## src/rtl/mood_pkg.sv

```systemverilog
`timescale 1ns/1ps
package mood_pkg;
  localparam logic [3:0] OP_BIRTH     = 4'd0;
  localparam logic [3:0] OP_HALT      = 4'd1;
  localparam logic [3:0] OP_REVIVE    = 4'd2;
  localparam logic [3:0] OP_IDLE      = 4'd3;
  localparam logic [3:0] OP_REPEAT    = 4'd4;
  localparam logic [3:0] OP_DICE      = 4'd5;
  localparam logic [3:0] OP_DRINK     = 4'd6;
  localparam logic [3:0] OP_PONDER    = 4'd7;
  localparam logic [3:0] OP_HESITATE  = 4'd8;
  localparam logic [3:0] OP_INTERPRET = 4'd9;
  localparam logic [3:0] OP_LIE       = 4'd10;
  localparam logic [3:0] OP_CRY       = 4'd11;
  localparam logic [3:0] OP_JOKE      = 4'd12;
  localparam logic [3:0] OP_NAP       = 4'd13;
  localparam logic [3:0] OP_LOVE      = 4'd14;
  localparam logic [3:0] OP_INTIMACY  = 4'd15;

  localparam logic [1:0] SL_AWAKE   = 2'd0;
  localparam logic [1:0] SL_ASLEEP  = 2'd2;
  localparam logic [1:0] TK_SCREAM  = 2'd0;
  localparam logic [1:0] TK_LAUGH   = 2'd1;
  localparam logic [1:0] TK_WHISTLE = 2'd2;
  localparam logic [1:0] TK_LISTEN  = 2'd3;
  localparam logic [1:0] DR_DRUNK   = 2'd0;
  localparam logic [1:0] DR_NORMAL  = 2'd2;
  localparam logic [1:0] AF_EAGER   = 2'd0;
  localparam logic [1:0] AF_EXCITED = 2'd1;
  localparam logic [1:0] AF_NEUTRAL = 2'd2;

  localparam logic [2:0] OC_BEG    = 3'd0;
  localparam logic [2:0] OC_MUTTER = 3'd1;
  localparam logic [2:0] OC_SNORE  = 3'd2;
  localparam logic [2:0] OC_BABBLE = 3'd3;
  localparam logic [2:0] OC_FLIRT  = 3'd4;
  localparam logic [2:0] OC_DESIRE = 3'd5;
  localparam logic [2:0] OC_INVENT = 3'd6;
  localparam logic [2:0] OC_ITCH   = 3'd7;

  typedef struct packed {
    logic [1:0] sleep;
    logic [1:0] talk;
    logic [1:0] drink;
    logic [1:0] affect;
  } mood_t;

  localparam mood_t MOOD_RESET = '{sleep: SL_ASLEEP, talk: TK_LISTEN,
                                   drink: DR_NORMAL, affect: AF_NEUTRAL};

  // One application of an opcode to the mood registers.
  function automatic mood_t mood_step(input logic [3:0] opc, input mood_t m);
    mood_t r;
    r = m;
    case (opc)
      OP_BIRTH:    r.sleep  = SL_AWAKE;
      OP_CRY:      r.talk   = TK_SCREAM;
      OP_JOKE:     r.talk   = TK_LAUGH;
      OP_LIE:      r.talk   = TK_WHISTLE;
      OP_NAP:      if (m.sleep < SL_ASLEEP) r.sleep = m.sleep + 2'd1;
      OP_DRINK:    if (m.drink != DR_DRUNK) r.drink = m.drink - 2'd1;
      OP_LOVE:     r.affect = AF_EXCITED;
      OP_INTIMACY: r.affect = AF_EAGER;
      default:     r = m;
    endcase
    return r;
  endfunction

  // {valid, code} emitted by an opcode.
  function automatic logic [3:0] emit_of(input logic [3:0] opc);
    case (opc)
      OP_REVIVE:   return {1'b1, OC_BEG};
      OP_HESITATE: return {1'b1, OC_MUTTER};
      OP_NAP:      return {1'b1, OC_SNORE};
      OP_DRINK:    return {1'b1, OC_BABBLE};
      OP_LOVE:     return {1'b1, OC_FLIRT};
      OP_INTIMACY: return {1'b1, OC_DESIRE};
      OP_PONDER:   return {1'b1, OC_INVENT};
      OP_LIE:      return {1'b1, OC_ITCH};
      default:     return 4'd0;
    endcase
  endfunction

  function automatic logic is_ctrl(input logic [3:0] opc);
    return (opc == OP_REPEAT) || (opc == OP_DICE) || (opc == OP_INTERPRET);
  endfunction

  function automatic logic [3:0] substitute(input logic [3:0] pick);
    return is_ctrl(pick) ? OP_IDLE : pick;
  endfunction
endpackage

```

## src/rtl/mood_lfsr.sv

```systemverilog
`timescale 1ns/1ps
module mood_lfsr #(
  parameter int          W    = 16,
  parameter logic [W-1:0] SEED = 16'hACE1,
  parameter logic [W-1:0] TAPS = 16'hB400
) (
  input  logic         clk,
  input  logic         rst,
  input  logic         adv,
  output logic [W-1:0] value
);
  logic [W-1:0] q;
  logic         fb;

  assign fb    = ^(q & TAPS);
  assign value = q;

  always_ff @(posedge clk) begin
    if (rst)      q <= SEED;
    else if (adv) q <= {q[W-2:0], fb};
  end
endmodule

```

## src/rtl/mood_apply.sv

```systemverilog
`timescale 1ns/1ps
module mood_apply
  import mood_pkg::*;
#(
  parameter int REP_BITS = 2
) (
  input  logic [3:0]        opc,
  input  mood_t             mood_in,
  input  logic [REP_BITS:0] count,
  output mood_t             mood_out
);
  localparam int DEPTH = 1 << REP_BITS;

  mood_t stage [DEPTH+1];

  assign stage[0] = mood_in;

  for (genvar k = 0; k < DEPTH; k++) begin : g_chain
    assign stage[k+1] = mood_step(opc, stage[k]);
  end

  always_comb begin
    mood_out = mood_in;
    for (int k = 1; k <= DEPTH; k++) begin
      if (count == (REP_BITS+1)'(k)) mood_out = stage[k];
    end
  end
endmodule

```

## src/rtl/mood_seq.sv

```systemverilog
`timescale 1ns/1ps
module mood_seq
  import mood_pkg::*;
#(
  parameter int          PC_W     = 8,
  parameter int          REP_BITS = 2,
  parameter int          RNG_W    = 16,
  parameter logic [RNG_W-1:0] RNG_SEED = 16'hACE1,
  parameter logic [RNG_W-1:0] RNG_TAPS = 16'hB400
) (
  input  logic            clk,
  input  logic            rst,
  input  logic [3:0]      op,
  input  logic            op_valid,
  output logic [1:0]      st_sleep,
  output logic [1:0]      st_talk,
  output logic [1:0]      st_drink,
  output logic [1:0]      st_affect,
  output logic [2:0]      out_code,
  output logic            out_valid,
  output logic            dead,
  output logic [PC_W-1:0] pc
);
  localparam int CNT_W = REP_BITS + 1;

  mood_t            mood_q, mood_applied;
  logic             dead_q, skip_q, interp_q;
  logic [3:0]       last_q;
  logic [PC_W-1:0]  pc_q;
  logic [2:0]       code_q;
  logic             ov_q;
  logic [RNG_W-1:0] rng;

  // named events
  logic             accept, run, rep_now, dice_now, interp_now, exec_now, fire;
  logic [3:0]       eff_op, act_op, emit;
  logic [CNT_W-1:0] rep_count, apply_count;

  assign accept     = op_valid && (!dead_q || op == OP_REVIVE);
  assign run        = accept && !skip_q;
  assign eff_op     = interp_q ? substitute(rng[3:0]) : op;
  assign rep_now    = run && (eff_op == OP_REPEAT);
  assign dice_now   = run && (eff_op == OP_DICE);
  assign interp_now = run && (eff_op == OP_INTERPRET);
  assign exec_now   = run && !is_ctrl(eff_op);
  assign fire       = rep_now || exec_now;
  assign act_op     = rep_now ? last_q : eff_op;
  assign rep_count  = {1'b0, rng[REP_BITS-1:0]} + CNT_W'(1);
  assign apply_count = rep_now ? rep_count : CNT_W'(1);
  assign emit       = emit_of(act_op);

  mood_lfsr #(.W(RNG_W), .SEED(RNG_SEED), .TAPS(RNG_TAPS)) u_rng (
    .clk   (clk),
    .rst   (rst),
    .adv   (accept),
    .value (rng)
  );

  mood_apply #(.REP_BITS(REP_BITS)) u_apply (
    .opc      (act_op),
    .mood_in  (mood_q),
    .count    (apply_count),
    .mood_out (mood_applied)
  );

  always_ff @(posedge clk) begin
    if (rst) begin
      mood_q   <= MOOD_RESET;
      dead_q   <= 1'b0;
      skip_q   <= 1'b0;
      interp_q <= 1'b0;
      last_q   <= OP_IDLE;
      pc_q     <= '0;
      ov_q     <= 1'b0;
      code_q   <= '0;
    end else begin
      ov_q   <= 1'b0;
      code_q <= '0;
      if (accept) begin
        pc_q     <= pc_q + PC_W'(1);
        skip_q   <= dice_now && rng[0];
        interp_q <= interp_now;
      end
      if (fire) begin
        mood_q <= mood_applied;
        ov_q   <= emit[3];
        code_q <= emit[2:0];
        if (act_op == OP_HALT)   dead_q <= 1'b1;
        if (act_op == OP_REVIVE) dead_q <= 1'b0;
      end
      if (exec_now) last_q <= eff_op;
    end
  end

  assign st_sleep  = mood_q.sleep;
  assign st_talk   = mood_q.talk;
  assign st_drink  = mood_q.drink;
  assign st_affect = mood_q.affect;
  assign out_code  = code_q;
  assign out_valid = ov_q;
  assign dead      = dead_q;
  assign pc        = pc_q;
endmodule

```

## config.mk

```make
export PLATFORM = sky130hd
export DESIGN_NAME = mood_seq
export DESIGN_NICKNAME = d
export VERILOG_FILES = /design/src/rtl/mood_pkg.sv /design/src/rtl/mood_lfsr.sv /design/src/rtl/mood_apply.sv /design/src/rtl/mood_seq.sv
export SDC_FILE = /design/constraint.sdc
export NUM_CORES = 1
export LEC_CHECK = 0
export CORE_MARGIN = 5
export CORE_UTILIZATION = 55
export CTS_CLUSTER_SIZE = 24
export DETAILED_ROUTE_END_ITERATION = 16
export GPL_ROUTABILITY_DRIVEN = 0
export PLACE_DENSITY = 0.89
export SYNTH_ARGS = -nofsm -noshare
export SYNTH_HDL_FRONTEND = slang
export SYNTH_SLANG_ARGS = --single-unit
```

## constraint.sdc

```tcl
create_clock -name clk -period 4.3 [get_ports clk]
set_clock_uncertainty 0.1 [all_clocks]
set_input_delay 0.86 -clock clk [delete_from_list [all_inputs] [get_ports clk]]
set_output_delay 0.86 -clock clk [all_outputs]
set_load 0.05 [all_outputs]
```

==> run metrics <==
overflow left after global routing 0; initial antenna violation count 0; WS Path Type in2reg; cell taking the most area after synthesis dfxtp_1; area share of the largest cell type after synthesis 37.9%; Slew HR 58.8%; Critical Path AT 4.27 ns; clk slew on worst S/H paths 0.08 ns; H-tree levels 2; CTS tree yes; Hold Vio Cnt, Final 0; worst path cell trace clkdlybuf4s50_1 -> nor4b_4 -> o21a_1 -> nand2b_1 -> o41ai_4 -> nand4b_1 -> nor2_1 -> a21oi_1 -> ha_1 -> xnor2_1 -> nor2_1 -> a22o_1 -> nand2_1 -> a21oi_1 -> a2111oi_2 -> a32o_1; hold_sp st_affect[1]; CP required ~4.4 ns; Cell Area, Synth ~2300 µm²; max-slew violation count 0; Pleak 1.09 nW; die width 74.2 µm; CTS Buf Count 5; final WL 5510 µm; first-pass GRT wire length roughly 9000 µm; status complete, no violations; Worst Hold Class reg2reg; post-DP HPWL 3780 µm; row count 23; clock tree buffer depth 2; Mapped Avg Cell Area 8.11 µm²; # IOs 28; hold endpoint st_affect[1]; WL/cell roughly 15 µm; Hold Path Stages 2; met2 Use GR 35.7%; Root Driver clkbuf_8; worst slew pin tran 0.612 ns; endpoint type of the worst setup path flip-flop; Fmax achieved 0.242 GHz; Crit path largest cell delay 0.46 ns; Synth warnings 0; dpl ws -0.174 ns; initial drt markers 151; Worst Path Buf+Inv 1; crit path max fanout 4; Sink Count 43; Max Cap Viol 0; share of post-route cells with drive strength above 1 13.1%; Via density 5.86; met3 Track Usage GR approximately 4.9%; Critical-path top delay cell clkdlybuf4s50_1; top post-synthesis cells by area dfxtp_1 (38%), nand2_1 (9.4%), a21oi_1 (5.3%); Synth Instances 280; Async S/R FF share, synth 0%; startpoint types input port; synthesis-to-finish area growth 24.9%; final worst setup slack around 0.17 ns; n_diodes 0; most common cell in the netlist nand2_1; # DRC 0; PwrDens 340 nW/µm²; Starting Density 56.7%; Synth Register Bits 43; reg2reg setup slack 0.37 ns; clock network fraction of total power 33.5%; Fillers 300; global routing's busiest layer met2; prevailing post-synth register cell dfxtp_1; largest net degree at the start of global routing 28; crit path time final 4.13 ns; core footprint around 4000 µm²; FF-to-FF path depth 17; Top Family by Delay on Critical Path compound AO/OA/AOI/OAI gates; Pre-antenna DRT Iters 4; reg2reg end st_sleep[0]; Net Sw Frac between 20% and 30%; synth cell count leaders nand2_1 (57), dfxtp_1 (43), nor2_1 (26); quantity of I/O buffers inserted on ports 27; # setup viols final 0; Die Span Y approximately 74 µm; via count of the routed design 2170; post-synthesis cell type count 60; vias in the first global route 2059; final cycle utilization of the critical path between 90% and 100%; combinational share of power between 20% and 30%; Tot GR Track Use 20.9%; GR Util met1 roughly a quarter; hold slack 0.343 ns; sequential share of power 45.1%; Psw between 0.2 and 0.3 mW; Post-DRT Antenna Nets 0; worst vdd ir between 0.2 and 0.25 mV; FF-to-FF Start u_rng.value[1]; post-synthesis sequential area ratio 37.9%; syn_nets around 290; Internal 0.674 mW; EDFF count, synth 0; die area 5510 µm²; nets 332; worst-skew pair later-pin latency roughly 0.3 ns
==> power by group through the flow <==
stage,combinational [mW],clock [mW],sequential [mW]
floorplan,0.121,0,0.461
global placement,0.193,0,0.442
detailed placement,0.197,0,0.443
CTS,0.200,0.324,0.434
global route,0.228,0.343,0.437
finish,0.206,0.322,0.434
==> worst max path at each step <==
stage,start,endpoint,slack [ns],cells past startpoint
floorplan,u_rng.value[0],st_sleep[0],0.42,18
global placement,op[0],st_sleep[0],0.01,16
detailed placement,op[0],st_sleep[0],-0.17,16
CTS,op[0],st_sleep[0],0.1,16
global route,op[0],st_sleep[0],-0.14,16
finish,op[0],st_sleep[0],0.17,16
==> worst min-delay path, cell delays in order (launching register included) <==
cell and delay, ns:
dfxtp_1 0.31, nand2_1 0.05, nand2_1 0.04
==> sequential cells by signal (all words and copies together) (netlist names), 2 cells and up, named ones only <==
name,flops
pc,8
st_drink,2
st_sleep,2
last_q,4
out_code,3
u_rng.value,16
==> cell families after synthesis <==
group                      Yosys count  synth area share, %
AOI/OAI and AO/OA                   68                 23.1
buffers and inverters               21                 4.02
muxes                                1                0.441
xor gates and xnor gates            11                 4.24
adders and majority gates            6                 3.31
DFF                                 43                 37.9
and+or+nand+nor                    130                 27.0
==> stage by stage <==
stage	util [%]	setup TNS, ns	instances	area [µm²]	total power, mW
floorplan	-	0	280	2270	0.582
global placement	66.8	0	361	2670	0.635
detailed placement	66.8	-0.174	361	2670	0.641
CTS	69.7	0	369	2790	0.958
global route	70.8	-0.142	370	2830	1.01
finish	70.8	0	370	2830	0.963
==> timing repair <==
item | CTS | global route
resized for setup | 0 | 7
endpoints found under the hold margin | 0 | 0
buffers inserted | 0 | 1
endpoints found under the setup margin | 0 | 1
hold buffers | 0 | 0
==> layout make-up <==
cell class	count	area, µm²	share of cell area [%]
timing repair buffer	46	413	14.6
multi-input combinational	216	1360	47.9
tap	50	62.6	2.21
clock buffer	5	68.8	2.43
clock inverter	3	46.3	1.63
inverter	7	26.3	0.927
sequential	43	861	30.4
==> placed cells by master (no fill, tap or decap), drive strengths merged, types with 3 or more instances in the layout <==
master and n:
o211ai 6, nand2 57, a211oi 3, ha 6, buf 19, a31oi 3
o21ai 8, a41oi 3, clkdlybuf4s50 27, xor2 6, a21oi 24, and2 5
inv 8, nor2b 4, clkbuf 5, nand4 4, xnor2 5, nor2 27
nand2b 3, nand3 14, dfxtp 43
==> per-layer routing <==
layer  vias up  wire length, µm
met1      1028             2450
met2        55             2710
li1       1067                -
met3        20              204
met5         -                0
met4         0              143
(Power assumes the default switching activity.)
